[config.mk]
export PLATFORM = sky130hd
export DESIGN_NAME = vfd_grid_dimmer
export DESIGN_NICKNAME = d
export VERILOG_FILES = /design/src/rtl/vfd_dim_pkg.sv /design/src/rtl/vfd_bit_prescaler.sv /design/src/rtl/vfd_slot_timer.sv /design/src/rtl/vfd_grid_rotor.sv /design/src/rtl/vfd_pwm_gate.sv /design/src/rtl/vfd_grid_dimmer.sv
export SDC_FILE = /design/constraint.sdc
export NUM_CORES = 1
export LEC_CHECK = 0
export BUFFER_PORTS_ARGS = -buffer_cell sky130_fd_sc_hd__buf_2
export CORE_ASPECT_RATIO = 1.2
export CORE_MARGIN = 10
export CORE_UTILIZATION = 49
export DETAILED_ROUTE_END_ITERATION = 7
export PLACE_DENSITY = 0.73
export SLEW_MARGIN = 20
export SYNTH_ARGS = -nofsm -noshare
export SYNTH_HDL_FRONTEND = slang
export SYNTH_SLANG_ARGS = --single-unit
[constraint.sdc]
create_clock -name clk -period 1.69 [get_ports clk]
set_input_delay 0.338 -clock clk [delete_from_list [all_inputs] [get_ports clk]]
set_output_delay 0.338 -clock clk [all_outputs]
set_load 0.1 [all_outputs]
[src/rtl/vfd_dim_pkg.sv]
package vfd_dim_pkg;

    // Oscillator clocks per display bit time
    localparam int unsigned OSC_PER_BIT = 4;
    // log2 of the bit times per grid slot
    localparam int unsigned SLOT_W      = 10;
    // Bit times at the end of a slot that are always dark
    localparam int unsigned DARK_GAP    = 8;

    typedef enum logic [1:0] {
        GSEL_1 = 2'd0,
        GSEL_2 = 2'd1,
        GSEL_3 = 2'd2
    } grid_sel_e;

    typedef struct packed {
        logic bit_tick;
        logic slot_end;
    } slot_evt_t;

    function automatic logic [2:0] grid_strobe_n(grid_sel_e g);
        logic [2:0] s;
        case (g)
            GSEL_1:  s = 3'b110;
            GSEL_2:  s = 3'b101;
            GSEL_3:  s = 3'b011;
            default: s = 3'b110;
        endcase
        return s;
    endfunction

    function automatic grid_sel_e next_grid(grid_sel_e g, logic two_grids);
        grid_sel_e n;
        case (g)
            GSEL_1:  n = GSEL_2;
            GSEL_2:  n = two_grids ? GSEL_1 : GSEL_3;
            default: n = GSEL_1;
        endcase
        return n;
    endfunction

endpackage

[src/rtl/vfd_bit_prescaler.sv]
module vfd_bit_prescaler #(
    parameter int unsigned DIV = vfd_dim_pkg::OSC_PER_BIT
) (
    input  logic clk,
    input  logic rst,
    output logic bit_tick
);
    generate
        if (DIV <= 1) begin : g_nodiv
            assign bit_tick = 1'b1;
        end else begin : g_div
            localparam int unsigned CW = $clog2(DIV);
            logic [CW-1:0] cnt;
            always_ff @(posedge clk) begin
                if (rst)                      cnt <= '0;
                else if (cnt == CW'(DIV - 1)) cnt <= '0;
                else                          cnt <= cnt + 1'b1;
            end
            assign bit_tick = (cnt == CW'(DIV - 1));
        end
    endgenerate
endmodule

[src/rtl/vfd_slot_timer.sv]
module vfd_slot_timer #(
    parameter int unsigned SLOT_W = vfd_dim_pkg::SLOT_W
) (
    input  logic              clk,
    input  logic              rst,
    input  logic              bit_tick,
    output logic [SLOT_W-1:0] pos,
    output logic              slot_end
);
    localparam logic [SLOT_W-1:0] LAST_POS = '1;

    always_ff @(posedge clk) begin
        if (rst)           pos <= '0;
        else if (bit_tick) pos <= pos + 1'b1;
    end

    assign slot_end = bit_tick && (pos == LAST_POS);
endmodule

[src/rtl/vfd_grid_rotor.sv]
module vfd_grid_rotor
    import vfd_dim_pkg::*;
(
    input  logic      clk,
    input  logic      rst,
    input  logic      slot_end,
    input  logic      duplex_sel,
    output grid_sel_e cur_grid
);
    always_ff @(posedge clk) begin
        if (rst)           cur_grid <= GSEL_1;
        else if (slot_end) cur_grid <= next_grid(cur_grid, duplex_sel);
    end
endmodule

[src/rtl/vfd_pwm_gate.sv]
module vfd_pwm_gate #(
    parameter int unsigned W        = vfd_dim_pkg::SLOT_W,
    parameter int unsigned DUTY_MAX = (1 << W) - vfd_dim_pkg::DARK_GAP
) (
    input  logic         clk,
    input  logic         rst,
    input  logic         slot_end,
    input  logic [W-1:0] dim_level,
    input  logic [W-1:0] pos,
    input  logic         blank_n,
    output logic         seg_en
);
    localparam logic [W-1:0] LIM = W'(DUTY_MAX);

    logic [W-1:0] duty_q;

    always_ff @(posedge clk) begin
        if (rst)           duty_q <= '0;
        else if (slot_end) duty_q <= (dim_level > LIM) ? LIM : dim_level;
    end

    assign seg_en = blank_n && (pos < duty_q);
endmodule

[src/rtl/vfd_grid_dimmer.sv]
module vfd_grid_dimmer
    import vfd_dim_pkg::*;
#(
    parameter int unsigned CLK_PER_BIT = OSC_PER_BIT,
    parameter int unsigned SLOT_BITS_W = SLOT_W,
    parameter int unsigned GAP_BITS    = DARK_GAP
) (
    input  logic                   clk,
    input  logic                   rst,
    input  logic                   duplex_sel,
    input  logic [SLOT_BITS_W-1:0] dim_level,
    input  logic                   blank_n,
    output logic [2:0]             grid_n,
    output logic                   seg_en,
    output logic [1:0]             grid_idx
);
    localparam int unsigned DUTY_MAX = (1 << SLOT_BITS_W) - GAP_BITS;

    slot_evt_t              evt;
    logic [SLOT_BITS_W-1:0] slot_pos;
    logic                   slot_end;
    grid_sel_e              cur_grid;

    vfd_bit_prescaler #(.DIV(CLK_PER_BIT)) u_pre (
        .clk      (clk),
        .rst      (rst),
        .bit_tick (evt.bit_tick)
    );

    vfd_slot_timer #(.SLOT_W(SLOT_BITS_W)) u_slot (
        .clk      (clk),
        .rst      (rst),
        .bit_tick (evt.bit_tick),
        .pos      (slot_pos),
        .slot_end (evt.slot_end)
    );

    assign slot_end = evt.slot_end;

    vfd_grid_rotor u_rot (
        .clk        (clk),
        .rst        (rst),
        .slot_end   (slot_end),
        .duplex_sel (duplex_sel),
        .cur_grid   (cur_grid)
    );

    vfd_pwm_gate #(.W(SLOT_BITS_W), .DUTY_MAX(DUTY_MAX)) u_pwm (
        .clk       (clk),
        .rst       (rst),
        .slot_end  (slot_end),
        .dim_level (dim_level),
        .pos       (slot_pos),
        .blank_n   (blank_n),
        .seg_en    (seg_en)
    );

    assign grid_n   = grid_strobe_n(cur_grid);
    assign grid_idx = cur_grid;
endmodule

# --- After elaboration in Yosys (flattened, before gate mapping) ---
# Cells that the tools add are included.
word_totals:
  word_cells: 20
  ff_bits: 24
  out_inout_bits: 6
  input_bits: 14
classes:
  reduce_logical: 4
  n_addsub: 2
  eq_ne: 4
  muxes: 4
  n_lt_le_gt_ge: 2
ops:
  columns: ["op", "count"]
  rows:
  - ["10-bit by 1-bit adder with 10-bit output, second input constant", 1]
  - ["10-bit equality test, second input constant", 1]
  - ["10-bit greater-than comparator, second input constant", 1]
  - ["10-bit < comparator", 1]
  - ["10-bit 2-to-1 mux", 1]
  - ["3-bit one-hot mux with 2 select lines", 1]
  - ["2-bit equality test, second input constant", 2]
  - ["2-bit one-hot mux with 2 select lines", 1]
  - ["2-bit by 1-bit adder with 2-bit output, second input constant", 1]
  - ["2-bit by 1-bit equality test with 1-bit output, second input constant", 1]
  - ["1-bit logical AND", 2]
  - ["2-bit zero test", 1]
  - ["2-bit 2-to-1 mux", 1]
  - ["2-bit OR reduction", 1]

# --- Logic depth before layout (Yosys ltp) ---
logic_depth:
  depth_word: 2
  mapped_depth: 7

# --- Modules after synthesis ---
# Synthesis repeated with hierarchy kept, for this count alone.
hier_totals:
  cells_unflattened: 138
  hier_area_um2: 1257.5
by_module_without_submodules:
  columns: ["mod", "cells_per_inst", "instances", "area_per_inst_um2", "seq_area_each_um2"]
  rows:
  - ["vfd_pwm_gate", 67, 1, 594.3, 200.2]
  - ["vfd_slot_timer", 51, 1, 461.7, 200.2]
  - ["vfd_grid_rotor", 8, 1, 82.6, 40.0]
  - ["vfd_bit_prescaler", 5, 1, 75.1, 40.0]
  - ["vfd_grid_dimmer", 7, 1, 43.8, 0.0]

# --- Worst setup path before layout ---
# No wires, ideal clock.
synth_timing:
  path_kind: "register -> output"
  start: "register u_rot.cur_grid[1]"
  end: "output port grid_n[0]"
  path_stages_with_launch: 3
  setup_slack_ns: -0.700
  arrival_ns: 2.052
  cell_sequence: "dfxtp_1 inv_1 ha_1"
synth_via:
  elab_chain_len: 2
synth_lines:
  columns: ["item", "line_no", "text"]
  rows:
  - ["start: declaration", "vfd_grid_rotor.sv:8", "output grid_sel_e cur_grid"]
  - ["start signal: assignment", "vfd_grid_rotor.sv:12", "else if (slot_end) cur_grid <= next_grid(cur_grid, duplex_sel);"]
  - ["2-bit equality test or 2-bit by 1-bit equality test with 1-bit output (tied branches)", "vfd_dim_pkg.sv:23", "case (g)"]
  - ["3-bit one-hot mux with 2 select lines (*)", "vfd_dim_pkg.sv:23", null]
  - ["end: declaration", "vfd_grid_dimmer.sv:13", "output logic [2:0] grid_n,"]
# Every way passes the cells marked *; elsewhere a longest branch is shown, timed or not.

# --- Final worst setup path ---
layout_timing:
  start: "register u_pwm.duty_q[4]"
  end: "output port seg_en"
layout_via:
  elab_chain_len: 2
layout_lines:
  columns: ["item", "line_no", "text"]
  rows:
  - ["start: declaration", "vfd_pwm_gate.sv:15", "logic [W-1:0] duty_q;"]
  - ["start signal: assignment", "vfd_pwm_gate.sv:19", "else if (slot_end) duty_q <= (dim_level > LIM) ? LIM : dim_level;"]
  - ["10-bit < comparator", "vfd_pwm_gate.sv:22", "assign seg_en = blank_n && (pos < duty_q);"]
  - ["1-bit logical AND", "vfd_pwm_gate.sv:22", null]
  - ["end: declaration", "vfd_grid_dimmer.sv:14", "output logic seg_en,"]
# Every way passes these cells.

==> metrics <==
Reg-to-Reg Start u_slot.pos[1]; DRC 0; GRT overflow 0; CTS Hold Bufs 0; clk_skew 0.00348 ns; switch share 19.4%; I/O pin count 20; clk_lat worst skew 0.31 ns; fillers 203; data arrival time of the critical path 1.82 ns; VDD IR max 0.000622 V; area grow syn2layout 33.4%; antenna-violating nets left 0; P_leak 0.000681 uW; crit path cell chain inv_2, ha_4, a21o_1, a221oi_2, o2111a_2, buf_12; RSZ-0062 raised after global routing yes; DR vias/cell 5.14; Synth area leaders dfxtp_1, ha_1, mux2i_1; DR iter-0 viols 37; hold crit path type in2reg; starting density of the core 50.8%; share of total power in sequential cells 55.3%; DPL Wire Length 2220 um; final wirelength 2710 um; GR Layer Usage met1 12.4%; yosys warns 0; M2 GR Usage 21.4%; first-pass GRT wire length 4570 um; Core ar. 2500 sq um; largest net degree at the start of global routing 17; final hold vios 0; max_cap viols 0; clock share of power 39.4%; via count 1022; Pint 833 uW; Worst setup EP type primary output; Syn Std Cell Area 1270 sq um; Layout Nets 196; hold slack 0.233 ns; R2R Path End u_pwm.duty_q[4]; Post-Synthesis Cells 136; 1st-pass router iterations 4; Root Buffer clkbuf_4; GRT met3 Usage 2.50%; Yosys top cell by area dfxtp_1; CTS buffer count 3; reg2reg path depth 7; #FFs+latches synth 24; slowest stage delay, CP 0.36 ns; PortBufs 19; clock tree sinks 24; final core occ 67.7%; Bufs on Longest Clock Path 2; CTS tree yes; Rel. slew slack 67.7%; Synth Flop Type dfxtp_1; violated checks setup timing; htree depth 1; layout cell share with drive strength beyond 1 37.3%; crit path from u_pwm.duty_q[4]; status complete, but fails checks; CP max FO 2; ant diodes 0; asr flop ratio synth 0%; number of enable flip-flop cells after synthesis 0; final setup margin -0.467 ns; Bufs and invs on worst path 2; Slowest-stage cell, CP dfxtp_2; Worst-Margin Slew 0.489 ns; total power 1030 uW; Clock transition at path regs 0.12 ns; placed insts 194; Seq/Total Area, Yosys 37.8%; Fmax 0.464 GHz; vias in the first global route 1036; GRT busiest layer met2; Crit Path Class reg2out; die width 66.5 um; share of the synthesized area in the top cell type 37.8%; row cnt 20; min Tclk post-route 2.16 ns; Yosys cell types 32; Avg Inst Size Synth 9.34 sq um; cell family with most CP delay compound AO/OA/AOI/OAI gates; Final Max Slew Viols 0; period utilization 128%; Total Die Area 5040 sq um; gr usage total 11.5%; final setup violation count 1; dpl ws -0.149 ns; Req. time, crit path 1.35 ns; post-detailed-route wirelength per cell 13.6 um; routability congestion estimate 0.729; Die Height 75.8 um; initial antenna violation count 0; combinational share of power 5.3%; worst reg-to-reg setup slack 0.08 ns; Post-Layout Cell Count 199; Worst Setup EP seg_en; Startpoint Class flip-flop; cell depth of the worst setup path 6; Net Count, Synth 165; Power per Cell Area 610 nW/um^2; sw power 201 uW
[worst min-delay path, delay by kind of cell]
kind	cells	cell delay, ns
AND/OR/NAND/NOR	1	0.05
buffers and inverters	1	0.07
AO/OA/AOI/OAI	1	0.06
[cells by family (layout without fill, tap and decap cells)]
group           Yosys count  count (layout)  share of synthesized area [%]
buf+inv                  20              50                           6.60
compound gates           14              14                           7.49
fa+ha+maj                15              15                           14.8
mux                       9               9                           7.09
flops                    24              24                           37.8
xor+xnor                  8               8                           5.52
simple gates             46              46                           20.7
[stage by stage]
stage	setup TNS, ns	cell area [sq um]
floorplan	-0.176	1350
global placement	-0.0652	1620
detailed placement	-0.149	1620
CTS	-0.512	1690
global route	-0.536	1690
finish	-0.467	1690
[metal layers]
metal	wire length [um]	up-vias	share of wire [%]
met4	51	0	1.9
met1	1110	484	41
li1	-	520	-
met5	0	-	0
met2	1450	12	54
met3	98	6	3.6
[flip-flops by register name, indices dropped and copies added (netlist names)]
name	cells
u_pre.g_div.cnt	2
u_pwm.duty_q	10
u_rot.cur_grid	2
u_slot.pos	10
[cell usage after synthesis (2+ instances only)]
library cell and count:
a21oi_1 3, and3_1 2, clkbuf_1 3, dfxtp_1 24
ha_1 15, inv_1 15, mux2i_1 9, nand2_1 4
nand2b_1 2, nand3_1 6, nand4_1 3, nor2_1 17
nor2b_1 2, nor3_1 3, o21ai_0 4, o31ai_1 2
xnor2_1 4, xor2_1 4
[cell type report]
type	instances	area (sq um)	area share (%)
clock inverter	1	30.0	1.77
tap	33	41.3	2.44
inverter	15	63.8	3.77
sequential	24	505	29.8
clock buffer	3	22.5	1.33
timing repair buffer	31	258	15.2
multi-input combinational	92	773	45.6
[worst min-delay path by stage]
stage / slack [ns] / end / startpoint / cells past startpoint
after global routing: 0.23 / u_pwm.duty_q[1] / dim_level[1] / 3
after CTS: 0.23 / u_pwm.duty_q[1] / dim_level[1] / 3
final: 0.23 / u_pwm.duty_q[1] / dim_level[1] / 3
after global placement: 0.41 / u_pre.g_div.cnt[0] / u_pre.g_div.cnt[0] / 1
after floorplan: 0.40 / u_pre.g_div.cnt[0] / u_pre.g_div.cnt[0] / 1
after detailed placement: 0.42 / u_pre.g_div.cnt[0] / u_pre.g_div.cnt[0] / 1
[layout by cell type, fill, tap and decap left out, types with 2 or more instances in the layout]
cell / count
ha_1: 10
and3_1: 2
nand4_1: 3
inv_1: 11
dfxtp_1: 14
buf_4: 11
nand3_1: 6
mux2i_1: 9
dfxtp_2: 5
a21oi_1: 2
buf_12: 5
nand2b_1: 2
buf_2: 15
xnor2_1: 4
nor2b_1: 2
a21oi_2: 2
nor3_1: 3
xor2_1: 4
nand2_1: 4
nor2_1: 17
clkbuf_4: 3
dfxtp_4: 5
o31ai_1: 2
clkinvlp_4: 2
o21ai_0: 3
ha_4: 4
inv_2: 2
[power by group through the flow]
stage          combinational (uW)  sequential (uW)  clock, uW
5_1_grt                      61.9              573        447
3_5_place_dp                 55.2              585          0
4_1_cts                      55.5              572        420
2_1_floorplan                29.1              583          0
6_report                     54.9              572        407
3_3_place_gp                 53.3              584          0
[what timing repair did]
action | CTS | global route
gates resized for setup | 2 | 2
setup buffers | 1 | 0
pin swaps | 2 | 2
endpoints found under the setup margin | 1 | 1
No activity file was read; power rests on OpenSTA's default activity.
